### config.mk
export PLATFORM = sky130hd
export DESIGN_NAME = rdimm_mrs_wrapper
export DESIGN_NICKNAME = d
export VERILOG_FILES = /design/src/rtl/rdimm_mrs_pkg.sv /design/src/rtl/rdimm_step_plan.sv /design/src/rtl/rdimm_step_pick.sv /design/src/rtl/rdimm_gap_timer.sv /design/src/rtl/rdimm_mrs_wrapper.sv
export SDC_FILE = /design/constraint.sdc
export NUM_CORES = 1
export LEC_CHECK = 0
export ABC_AREA = 1
export CAP_MARGIN = 20
export CORE_AREA = 10 10 75 77
export CTS_CLUSTER_DIAMETER = 100
export DETAILED_ROUTE_END_ITERATION = 6
export DIE_AREA = 0 0 85 87
export PLACE_DENSITY_LB_ADDON = 0.15
export SLEW_MARGIN = 20
export SYNTH_ARGS = -nofsm -noshare
export SYNTH_HDL_FRONTEND = slang
export SYNTH_HIERARCHICAL = 1
export SYNTH_SLANG_ARGS = --single-unit
### constraint.sdc
create_clock -name clk -period 4.8 [get_ports clk]
set_clock_uncertainty 0.1 [all_clocks]
set_input_delay 0.48 -clock clk [delete_from_list [all_inputs] [get_ports clk]]
set_output_delay 0.48 -clock clk [all_outputs]
set_load 0.1 [all_outputs]
### src/rtl/rdimm_mrs_pkg.sv
package rdimm_mrs_pkg;
    typedef enum logic [1:0] {
        ST_IDLE = 2'd0,
        ST_RUN  = 2'd1,
        ST_FIN  = 2'd2
    } seq_state_e;

    // Step slots, lowest index issued first
    localparam int NUM_STEPS       = 5;
    localparam int STEP_W          = $clog2(NUM_STEPS);
    localparam int STEP_TIMING_ON  = 0;
    localparam int STEP_INV_OFF    = 1;
    localparam int STEP_MRS        = 2;
    localparam int STEP_INV_ON     = 3;
    localparam int STEP_TIMING_OFF = 4;

    localparam int CTL_TIMING_WORD = 2;
    localparam int CTL_INVERT_WORD = 0;
endpackage

### src/rtl/rdimm_step_plan.sv
module rdimm_step_plan
    import rdimm_mrs_pkg::*;
(
    input  logic                 registered,
    input  logic                 skip_timing,
    input  logic                 skip_invert,
    output logic [NUM_STEPS-1:0] mask
);
    logic use_timing;
    logic use_invert;

    always_comb begin
        use_timing = registered && !skip_timing;
        use_invert = registered && !skip_invert;
        mask = '0;
        mask[STEP_TIMING_ON]  = use_timing;
        mask[STEP_INV_OFF]    = use_invert;
        mask[STEP_MRS]        = 1'b1;
        mask[STEP_INV_ON]     = use_invert;
        mask[STEP_TIMING_OFF] = use_timing;
    end
endmodule

### src/rtl/rdimm_step_pick.sv
module rdimm_step_pick
    import rdimm_mrs_pkg::*;
#(
    parameter int ADDR_W = 4,
    parameter int DATA_W = 16
) (
    input  logic [NUM_STEPS-1:0] pend,
    input  logic [ADDR_W-1:0]    mrs_addr,
    input  logic [DATA_W-1:0]    mrs_data,
    output logic                 any,
    output logic                 last,
    output logic [NUM_STEPS-1:0] sel,
    output logic                 is_ctl,
    output logic [ADDR_W-1:0]    addr,
    output logic [DATA_W-1:0]    data
);
    logic [STEP_W-1:0] pick;

    always_comb begin
        pick = STEP_W'(STEP_MRS);
        for (int i = NUM_STEPS - 1; i >= 0; i--) begin
            if (pend[i]) begin
                pick = STEP_W'(i);
            end
        end
        any  = |pend;
        sel  = '0;
        sel[pick] = any;
        last = ((pend & ~sel) == '0);

        is_ctl = 1'b1;
        addr   = ADDR_W'(CTL_TIMING_WORD);
        data   = '0;
        case (int'(pick))
            STEP_TIMING_ON: begin
                data = DATA_W'(1);
            end
            STEP_INV_OFF: begin
                addr = ADDR_W'(CTL_INVERT_WORD);
                data = DATA_W'(1);
            end
            STEP_MRS: begin
                is_ctl = 1'b0;
                addr   = mrs_addr;
                data   = mrs_data;
            end
            STEP_INV_ON: begin
                addr = ADDR_W'(CTL_INVERT_WORD);
            end
            default: begin
                addr = ADDR_W'(CTL_TIMING_WORD);
            end
        endcase
    end
endmodule

### src/rtl/rdimm_gap_timer.sv
module rdimm_gap_timer #(
    parameter int GAP_W = 4
) (
    input  logic             clk,
    input  logic             rst_n,
    input  logic             fire,
    input  logic [GAP_W-1:0] gap,
    output logic             open
);
    logic [GAP_W-1:0] cnt_d;
    logic [GAP_W-1:0] cnt_q;

    always_comb begin
        if (fire) begin
            cnt_d = gap;
        end else if (cnt_q != '0) begin
            cnt_d = cnt_q - 1'b1;
        end else begin
            cnt_d = cnt_q;
        end
        open = (cnt_q == '0);
    end

    always_ff @(posedge clk or negedge rst_n) begin
        if (!rst_n) begin
            cnt_q <= '0;
        end else begin
            cnt_q <= cnt_d;
        end
    end
endmodule

### src/rtl/rdimm_mrs_wrapper.sv
module rdimm_mrs_wrapper
    import rdimm_mrs_pkg::*;
#(
    parameter int RANK_W = 3,
    parameter int ADDR_W = 4,
    parameter int DATA_W = 16,
    parameter int GAP_W  = 4
) (
    input  logic              clk,
    input  logic              rst_n,
    input  logic              cfg_registered,
    input  logic              cfg_skip_timing,
    input  logic              cfg_skip_invert,
    input  logic [GAP_W-1:0]  cfg_gap,
    input  logic              req_valid,
    output logic              req_ready,
    input  logic [RANK_W-1:0] req_rank,
    input  logic [ADDR_W-1:0] req_addr,
    input  logic [DATA_W-1:0] req_data,
    output logic              cmd_valid,
    input  logic              cmd_ready,
    output logic              cmd_is_ctl,
    output logic [RANK_W-1:0] cmd_rank,
    output logic [ADDR_W-1:0] cmd_addr,
    output logic [DATA_W-1:0] cmd_data,
    output logic              done
);
    typedef struct packed {
        seq_state_e           state;
        logic [NUM_STEPS-1:0] pend;
        logic [RANK_W-1:0]    rank;
        logic [ADDR_W-1:0]    addr;
        logic [DATA_W-1:0]    data;
    } seq_regs_t;

    seq_regs_t            seq_d;
    seq_regs_t            seq_q;
    logic [NUM_STEPS-1:0] plan_mask;
    logic [NUM_STEPS-1:0] pick_sel;
    logic                 pick_any;
    logic                 pick_last;
    logic                 gap_open;
    logic                 issue;
    logic                 accept;

    rdimm_step_plan u_plan (
        .registered  (cfg_registered),
        .skip_timing (cfg_skip_timing),
        .skip_invert (cfg_skip_invert),
        .mask        (plan_mask)
    );

    rdimm_step_pick #(
        .ADDR_W (ADDR_W),
        .DATA_W (DATA_W)
    ) u_pick (
        .pend     (seq_q.pend),
        .mrs_addr (seq_q.addr),
        .mrs_data (seq_q.data),
        .any      (pick_any),
        .last     (pick_last),
        .sel      (pick_sel),
        .is_ctl   (cmd_is_ctl),
        .addr     (cmd_addr),
        .data     (cmd_data)
    );

    rdimm_gap_timer #(
        .GAP_W (GAP_W)
    ) u_gap (
        .clk   (clk),
        .rst_n (rst_n),
        .fire  (issue),
        .gap   (cfg_gap),
        .open  (gap_open)
    );

    always_comb begin
        seq_d     = seq_q;
        req_ready = (seq_q.state == ST_IDLE);
        accept    = req_valid && req_ready;
        cmd_valid = (seq_q.state == ST_RUN) && gap_open && pick_any;
        issue     = cmd_valid && cmd_ready;
        cmd_rank  = seq_q.rank;
        done      = (seq_q.state == ST_FIN);

        case (seq_q.state)
            ST_IDLE: begin
                if (accept) begin
                    seq_d.state = ST_RUN;
                    seq_d.pend  = plan_mask;
                    seq_d.rank  = req_rank;
                    seq_d.addr  = req_addr;
                    seq_d.data  = req_data;
                end
            end
            ST_RUN: begin
                if (issue) begin
                    seq_d.pend = seq_q.pend & ~pick_sel;
                    if (pick_last) begin
                        seq_d.state = ST_FIN;
                    end
                end
            end
            default: begin
                seq_d.state = ST_IDLE;
            end
        endcase
    end

    always_ff @(posedge clk or negedge rst_n) begin
        if (!rst_n) begin
            seq_q <= '{state: ST_IDLE, default: '0};
        end else begin
            seq_q <= seq_d;
        end
    end
endmodule

# Word level (Yosys, flattened, before mapping)
# Index checks and enable logic that the tools add are counted.
# totals
regBits,34
latchBits,0
ram_bits,0
romBits,0
wordCells,59
memories,0
# classes
addsub,1
n_mul,0
n_div,0
magnitude_cmp,2
n_eq_ne,8
shifts,0
n_mux,17
n_bitwise,3
n_reduce_logical,22
# ops
cell,n
16-bit one-hot mux with 2 select lines,1
30-bit 2-to-1 mux,1
3-bit 2-to-1 mux,5
5-bit AND,2
5-bit one-hot mux with 2 select lines,1
4-bit 2-to-1 mux,2
4-bit one-hot mux with 2 select lines,1
1-bit logical AND,7
7-bit 2-to-1 mux,1
3-bit by 2-bit == test with 1-bit output (second input constant),2
3-bit AND reduction,2
5-bit zero test,1
5-bit inverter,1
5-bit OR reduction,1
4-bit zero test,1
3-bit by 4-bit < comparator with 1-bit output (second input constant),1
2-bit inequality test (second input constant),2
2-bit one-hot mux with 2 select lines,1
2-bit nonzero test,2
4-bit nonzero test,1
2-bit OR reduction,2
4-bit by 1-bit subtractor with 4-bit output (second input constant),1
1-bit demux with 3-bit select,1
3-bit by 1-bit == test with 1-bit output (second input constant),1
other kinds (10),12

# Depth between registers and ports, before layout
# Gate-level depths: netlist of the first run.
# logic_depth
depth_word,16
ltp_mapped,13

# By module
# The synthesis of the first run kept the hierarchy.
# by_module_without_submodules
mod,instances,cells_each,area_per_inst_um2,seq_area_each_um2
rdimm_mrs_wrapper,1,168,1377.6,750.7
rdimm_step_pick,1,65,364.1,0.0
rdimm_gap_timer,1,34,242.7,100.1
rdimm_step_plan,1,9,52.6,0.0

# Worst setup path before layout of the first run
# No wires, ideal clock.
# synth_path
path_kind,reg-to-output
from,register u_gap.cnt_q[0]
to,output port cmd_valid
arrival_ps,2859
setup_slack_ps,1361
path_stages_with_launch,7
path_cell_list,dfrtp_1 -> inv_1 -> ha_1 -> nand2_1 -> inv_1 -> nand2_1 -> nor3_1
# synth_between
elab_chain_len,3
# synth_lines
element,line_no,text
from (decl),rdimm_gap_timer.sv:11,logic [GAP_W-1:0] cnt_q;
from (signal assigned),rdimm_gap_timer.sv:28,cnt_q <= cnt_d;
4-bit zero test,rdimm_gap_timer.sv:21,open = (cnt_q == '0);
via gap_open,rdimm_mrs_wrapper.sv:42,logic gap_open;
1-bit logical AND (2 in series),rdimm_mrs_wrapper.sv:82,cmd_valid = (seq_q.state == ST_RUN) && gap_open && pick_any;
to (decl),rdimm_mrs_wrapper.sv:20,"output logic cmd_valid,"
# The timed path passes the listed nets, and every way through them passes these cells.

# Worst setup path in the final report of the first run
# layout_path
from,register seq_q[23] in the netlist's numbering
to,output port cmd_addr[0]
# layout_between
elab_chain_len,4
# layout_lines
element,line_no,text
from (decl),rdimm_mrs_wrapper.sv:37,seq_regs_t seq_q;
from (signal assigned),rdimm_mrs_wrapper.sv:115,seq_q <= seq_d;
3-bit 2-to-1 mux *,rdimm_step_pick.sv:22,if (pend[i]) begin
3-bit by 2-bit == test with 1-bit output or 3-bit by 1-bit == test with 1-bit output (tied branches),rdimm_step_pick.sv:34,case (int'(pick))
2-bit OR reduction (no source line),n/a,
4-bit one-hot mux with 2 select lines *,rdimm_step_pick.sv:34,
to (decl),rdimm_mrs_wrapper.sv:24,"output logic [ADDR_W-1:0] cmd_addr,"
# Mark *: on every way between the ends. The rest lies on a longest branch, timed or not.

==> results of run 1 <==
-- critical path, delay by kind of cell (launching register included) --
family,cells,cell delay [ps]
and+or+nand+nor,3,640
DFF,1,470
buffers and inverters,1,1150
-- power groups by stage --
stage          sequential (mW)  combinational [mW]  clock [mW]
2_1_floorplan            0.292             0.00721           0
3_3_place_gp             0.292              0.0391           0
3_5_place_dp             0.292              0.0392           0
4_1_cts                  0.286              0.0395       0.225
5_1_grt                  0.286              0.0418       0.242
6_report                 0.286              0.0389       0.217
-- cells by family (layout without fill, tap and decap cells) --
family / after synthesis / after routing / synth area share
adders and majority gates: 1 / 1 / 0.006142
other: 1 / 1 / 0.001841
buffers and inverters: 59 / 111 / 0.1425
xor gates and xnor gates: 1 / 1 / 0.004301
AOI/OAI and AO/OA: 7 / 7 / 0.02273
DFF: 34 / 34 / 0.4177
and+or+nand+nor: 173 / 173 / 0.4048
-- worst min path at each step --
stage                                         end               startpoint  slack [ps]  depth (start not counted)
final                     cmd_rank[0]$_DFFE_PN0N_  cmd_rank[0]$_DFFE_PN0N_         370                          2
after global routing      cmd_rank[0]$_DFFE_PN0N_  cmd_rank[0]$_DFFE_PN0N_         390                          2
after CTS                   seq_q[12]$_DFFE_PN0N_    seq_q[12]$_DFFE_PN0N_         370                          2
after detailed placement     seq_q[1]$_DFFE_PN0N_     seq_q[1]$_DFFE_PN0N_         360                          2
after global placement    cmd_rank[0]$_DFFE_PN0N_  cmd_rank[0]$_DFFE_PN0N_         350                          2
after floorplan           cmd_rank[0]$_DFFE_PN0N_                    rst_n          80                          0
-- state kept, by name, summed over array words and instances, names as in the netlist --
register / cells
u_gap/cnt_q: 4
cmd_rank: 3
seq_q: 27
-- through the flow --
| stage | utilization | instances | setup WS, ps | power (mW) | area (µm²) |
|---|---|---|---|---|---|
| floorplan | - | 276 | 1361 | 0.2991 | 2037 |
| global placement | 0.6105 | 372 | 2017 | 0.3309 | 2585 |
| detailed placement | 0.6105 | 372 | 1949 | 0.3310 | 2585 |
| CTS | 0.6321 | 380 | 1629 | 0.5505 | 2676 |
| global route | 0.6327 | 380 | 1480 | 0.5699 | 2679 |
| finish | 0.6327 | 380 | 1674 | 0.5421 | 2679 |
-- metal layers --
metal	routed length (µm)	vias to the layer above	track usage	part of all wire
li1	-	925	-	-
met1	2206	816	0.1681	0.44
met2	2387	39	0.2214	0.48
met3	320	6	0.05337	0.064
met4	61	0	0.04940	0.012
met5	0	-	0	0
-- cells in the final DEF, fill, tap and decap left out, types with 2 or more instances in the layout --
cell type / count
nor2_4: 11
nand2_4: 2
clkbuf_8: 6
clkdlybuf4s50_1: 60
dfrtp_1: 34
nand3_1: 38
inv_1: 39
nand2_1: 90
buf_4: 3
nor2_1: 25
nor2_2: 2
o21ai_0: 5
-- area by class of cell --
class,instances,area [µm²],area share
Tap cell,52,65.06,0.02429
Clock buffer,7,86.33,0.03223
Inverter,40,150.1,0.05605
Multi-Input combinational cell,183,898.4,0.3354
Sequential cell,34,850.8,0.3176
Timing Repair Buffer,63,623.1,0.2326
Clock inverter,1,5.005,0.001868
-- cell usage after synthesis, drive strengths merged, types with 6 or more instances --
cell type  number  area [µm²]
buf            18       136.4
dfrtp          34       850.8
inv            40       150.1
nand2          93       364.1
nand3          40       217.7
nor2           38       230.2
o21ai           6       41.29
==> impl_metrics.ini, run 1 <==
[run_status]
status = complete, no violations

[global_routing]
grt_pass1_wl_mm = 8.431
antenna_violations_before_repair = 0
grt_usage = 0.1394
first_global_vias = 1748
grt_start_max_net_pins = 35
globalRoute.totalOverflow = 0

[placed_design]
post-dp-hpwl_mm = 3.534
routabilityCongestion = 0.7848
numPortBuffers = 60

[floorplanning]
rows = 24
die_y_um = 87
num_ports = 61
core_region_area_um2 = 4234
floorplan.die_area_um2 = 7395
initial_utilization = 0.4811
die_w_um = 85

[drt]
total_number_of_vias = 1786
post-route-drc-count = 0
postRouteAntennaNets = 0
drt_iter0_markers = 105
drt_wl_total_mm = 4.975
route.detailed.wl_per_inst_um = 13.09
routed_vias_inst = 4.700
drt_pre_antenna_iters = 4

[clocking]
cts_inserted_buffers = 5
post_cts_resized = 0
clkLatencyLatePin_ps = 290
clk_transition_reported_paths_ps = 70
clk_path_buf_depth = 2
clock_tree.root_cell = clkbuf_8
holdBufCountCts = 0
tritoncts = yes
post-cts-setup-buffer-count = 0
ctsHtreeMaxLevel = 2
cts.sinks = 34

[power_and_ir_drop]
power.combinational.fraction = 0.072
netSwitchingFraction = 0.2127
cell_internal_pwr_mw = 0.4267
power.switching_mw = 0.1153
p_seq_frac = 0.528
share_of_total_power_in_the_clock_network = 0.400
pwr_density_cell_nw_per_um2 = 202.3
cellLeakagePower_nw = 1.354
vdd.ir_drop.worst_mv = 0.1655

[worst_setup_path]
worst_setup_path_endpoint = cmd_addr[0]
timing.critical_path.arrival_ps = 2550
r2r_slack_ps = 2890
r2r_start = u_gap/cnt_q[0]$_DFFE_PN0P_
crit_fanout = 19
crit_chain = nor2_4 -> nand2_4 -> nor2_1 -> clkdlybuf4s50_1
worst-setup-path-type = reg2out
worst_setup_path_startpoint = seq_q[23]$_DFFE_PN0P_
worst_setup_path_start_kind = register
worst_path_largest_cell_delay_ps = 1150
critPathCaptureType = output pin
worstReg2RegEnd = u_gap/cnt_q[3]$_DFFE_PN0P_
critPathSlowestCell = clkdlybuf4s50_1
reg2regPathDepth = 13
worst_ep_required_time_ps = 4220

[sta]
finalCritPeriodShare = 0.6513
fin_setup_tns_ps = 0
setup_violations = 0
finalMaxSlewViolations = 0
timing.final.crit_period_ps = 3126
rsz0062_at_grt = false
max_freq_mhz = 319.9
hold_violations = 0
worst_slew_pin_slew_ps = 982.6
hold-worst-slack_ps = 369.0
timing.slew.headroom = 0.3429

[synth]
ys_seq_area_frac = 0.4177
post_synthesis_async_set_or_reset_flop_share = 1.000
synth_nets = 311
dominantRegCellSynth = dfrtp_1
synthesized_area_per_cell_um2 = 7.380
yosys.cell_types.count = 24
postSynthCellCount = 276
synth.ff_latch_count = 34
yosysWarnings = 6
synth-edff-count = 0
syn_area_um2 = 2037

[job]
max_cap_viol_count = 0

[cells_and_area]
layout-area-overhead-vs-synth_pct = 31.51
fillers = 414
finalNetCount = 362
antenna_cells = 0
layout-drive-gt1-share = 0.09146

[worst_hold_path]
holdCritPathClass = reg2reg
No activity file was read; power rests on OpenSTA's default activity.
==> run 2, diff against run 1 <==
- CORE_AREA: 10 10 75 77 -> 10 10 77 79
- DIE_AREA: 0 0 85 87 -> 0 0 87 89
- clock period: 4.8 -> 3.2 ns (I/O delays scaled with it)
==> run 2 against run 1 <==
Critical path depth decreased by 3. Largest cell class unchanged. Routed wire length fell by 4.8%. Final cell count is 0.79% higher. Combinational power is 49% higher. Setup slack worse by 670 ps. Critical endpoint is now cmd_rank[2]. Sequential power is 50% higher. Hold slack lost 16 ps. Total power grew 57%. Global-route usage fell by 0.98 points. Highest routed layer unchanged. Clock-buffer cell count grew 1.
==> impl_metrics.ini, run 2 (synthesis results as in run 1) <==
[run_status]
status = complete, no violations

[power_and_ir_drop]
vdd.ir_drop.worst_mv = 0.1855
pwr_density_cell_nw_per_um2 = 320.7
p_total_mw = 0.8500
cellLeakagePower_nw = 1.422

[floorplanning]
initial_utilization = 0.4491
die_w_um = 87
rows = 25
num_ports = 61
floorplan.die_area_um2 = 7743
core_region_area_um2 = 4536
die_y_um = 89

[worst_setup_path]
path_buf_inv = 1
worst_setup_path_start_kind = register
critPathCaptureType = output pin
timing.critical_path.arrival_ps = 1780
crit_fanout = 2
critPathSlowestCell = clkdlybuf4s50_1
critPathTopFamily = buffers and inverters
crit_chain = clkdlybuf4s50_1
worst_ep_required_time_ps = 2780
worst-setup-path-type = reg2out
worst_path_largest_cell_delay_ps = 1140

[clocking]
clk_path_buf_depth = 2
tritoncts = yes
clkLatencyLatePin_ps = 280
clock_tree.root_cell = clkbuf_8
cts_inserted_buffers = 5
ctsHtreeMaxLevel = 2
holdBufCountCts = 0
clk_transition_reported_paths_ps = 60
post-cts-setup-buffer-count = 0
post_cts_resized = 0
cts.sinks = 34

[sta]
worst_slew_pin_slew_ps = 974.0
rsz0062_at_grt = false
timing.final.crit_period_ps = 2196
finalMaxSlewViolations = 0
finalWorstSetupSlack_ps = 1004
finalCritPeriodShare = 0.6861
hold_violations = 0
setup_violations = 0
max_freq_mhz = 455.5
hold-worst-slack_ps = 352.7
fin_setup_tns_ps = 0
timing.slew.headroom = 0.3486

[cells_and_area]
most_common_cell_after_layout_fill_and_taps_aside = nand2_1
fillers = 426
postLayoutCellArea_um2 = 2650
layout-area-overhead-vs-synth_pct = 30.10
final_cell_mix = nand2_1, inv_1, nand3_1
finish.cell_count_without_fillers = 383
layout.core_utilization = 0.5843
antenna_cells = 0
finalNetCount = 363
layout-drive-gt1-share = 0.1702
largest_reg_flops = 27
registers.top_by_ff_count = seq_q

[drt]
total_number_of_vias = 1778
postRouteAntennaNets = 0
route.detailed.wl_per_inst_um = 12.37
routed_vias_inst = 4.642
drt_iter0_markers = 46
drt_wl_total_mm = 4.737
post-route-drc-count = 0
drt_pre_antenna_iters = 4

[placed_design]
post_place_setup_slack_ps = 1279
routabilityCongestion = 0.8299
numPortBuffers = 60
placed_area_um2 = 2540
post-dp-hpwl_mm = 3.573
dpl.cell_count = 375

[global_routing]
globalRoute.totalOverflow = 0
grt_usage = 0.1296
grt_pass1_wl_mm = 8.217
first_global_vias = 1778
antenna_violations_before_repair = 0
grt_start_max_net_pins = 35

[worst_hold_path]
holdCritPathClass = in2async

[job]
max_cap_viol_count = 0
run 2: cell types whose count changed in the layout (fill, tap and decap cells not counted):
cell	before	now
clkbuf_1	1	0
buf_4	3	28
nor3_2	0	1
nor3_1	1	0
clkinv_2	1	0
nand2_1	90	91
clkdlybuf4s50_1	60	36
nand2_2	1	0
clkbuf_8	6	8
run 2: cell type report:
| class | instances | area [µm²] | area share |
|---|---|---|---|
| clock buffer | 8 | 110.1 | 0.04155 |
| inverter | 40 | 150.1 | 0.05666 |
| multi-input combinational | 183 | 900.9 | 0.3399 |
| sequential | 34 | 850.8 | 0.3211 |
| tap | 54 | 67.56 | 0.02550 |
| timing repair buffer | 64 | 570.5 | 0.2153 |
run 2: path summary, 6_finish.rpt:
path                                         start                 endpoint  slack, ps  depth (start not counted)
setup / recovery           cmd_rank[2]$_DFFE_PN0N_              cmd_rank[2]       1000                          1
hold / removal                               rst_n     seq_q[3]$_DFFE_PN0N_        350                          2
setup reg to reg             seq_q[29]$_DFFE_PN0P_  cmd_rank[2]$_DFFE_PN0N_       1250                          5
hold reg to reg               seq_q[7]$_DFFE_PN0N_     seq_q[7]$_DFFE_PN0N_        370                          2
max in group asynchronous                    rst_n    seq_q[19]$_DFFE_PN0N_       2330                          2
min in group clk              seq_q[7]$_DFFE_PN0N_     seq_q[7]$_DFFE_PN0N_        370                          2
run 2: power breakdown:
part | switching (mW) | internal [mW] | total, mW
sequential | 0 | 0.430 | 0.430
combinational | 0.0208 | 0.0370 | 0.0579
clock | 0.145 | 0.217 | 0.362
run 2: layer usage:
metal	vias to the layer above	part of all wire	track usage	routed length, µm
li1	929	-	-	-
met1	804	0.45	0.1641	2152
met2	41	0.48	0.2072	2282
met3	4	0.053	0.03646	251
met4	0	0.011	0.04271	51
met5	-	0	0	0
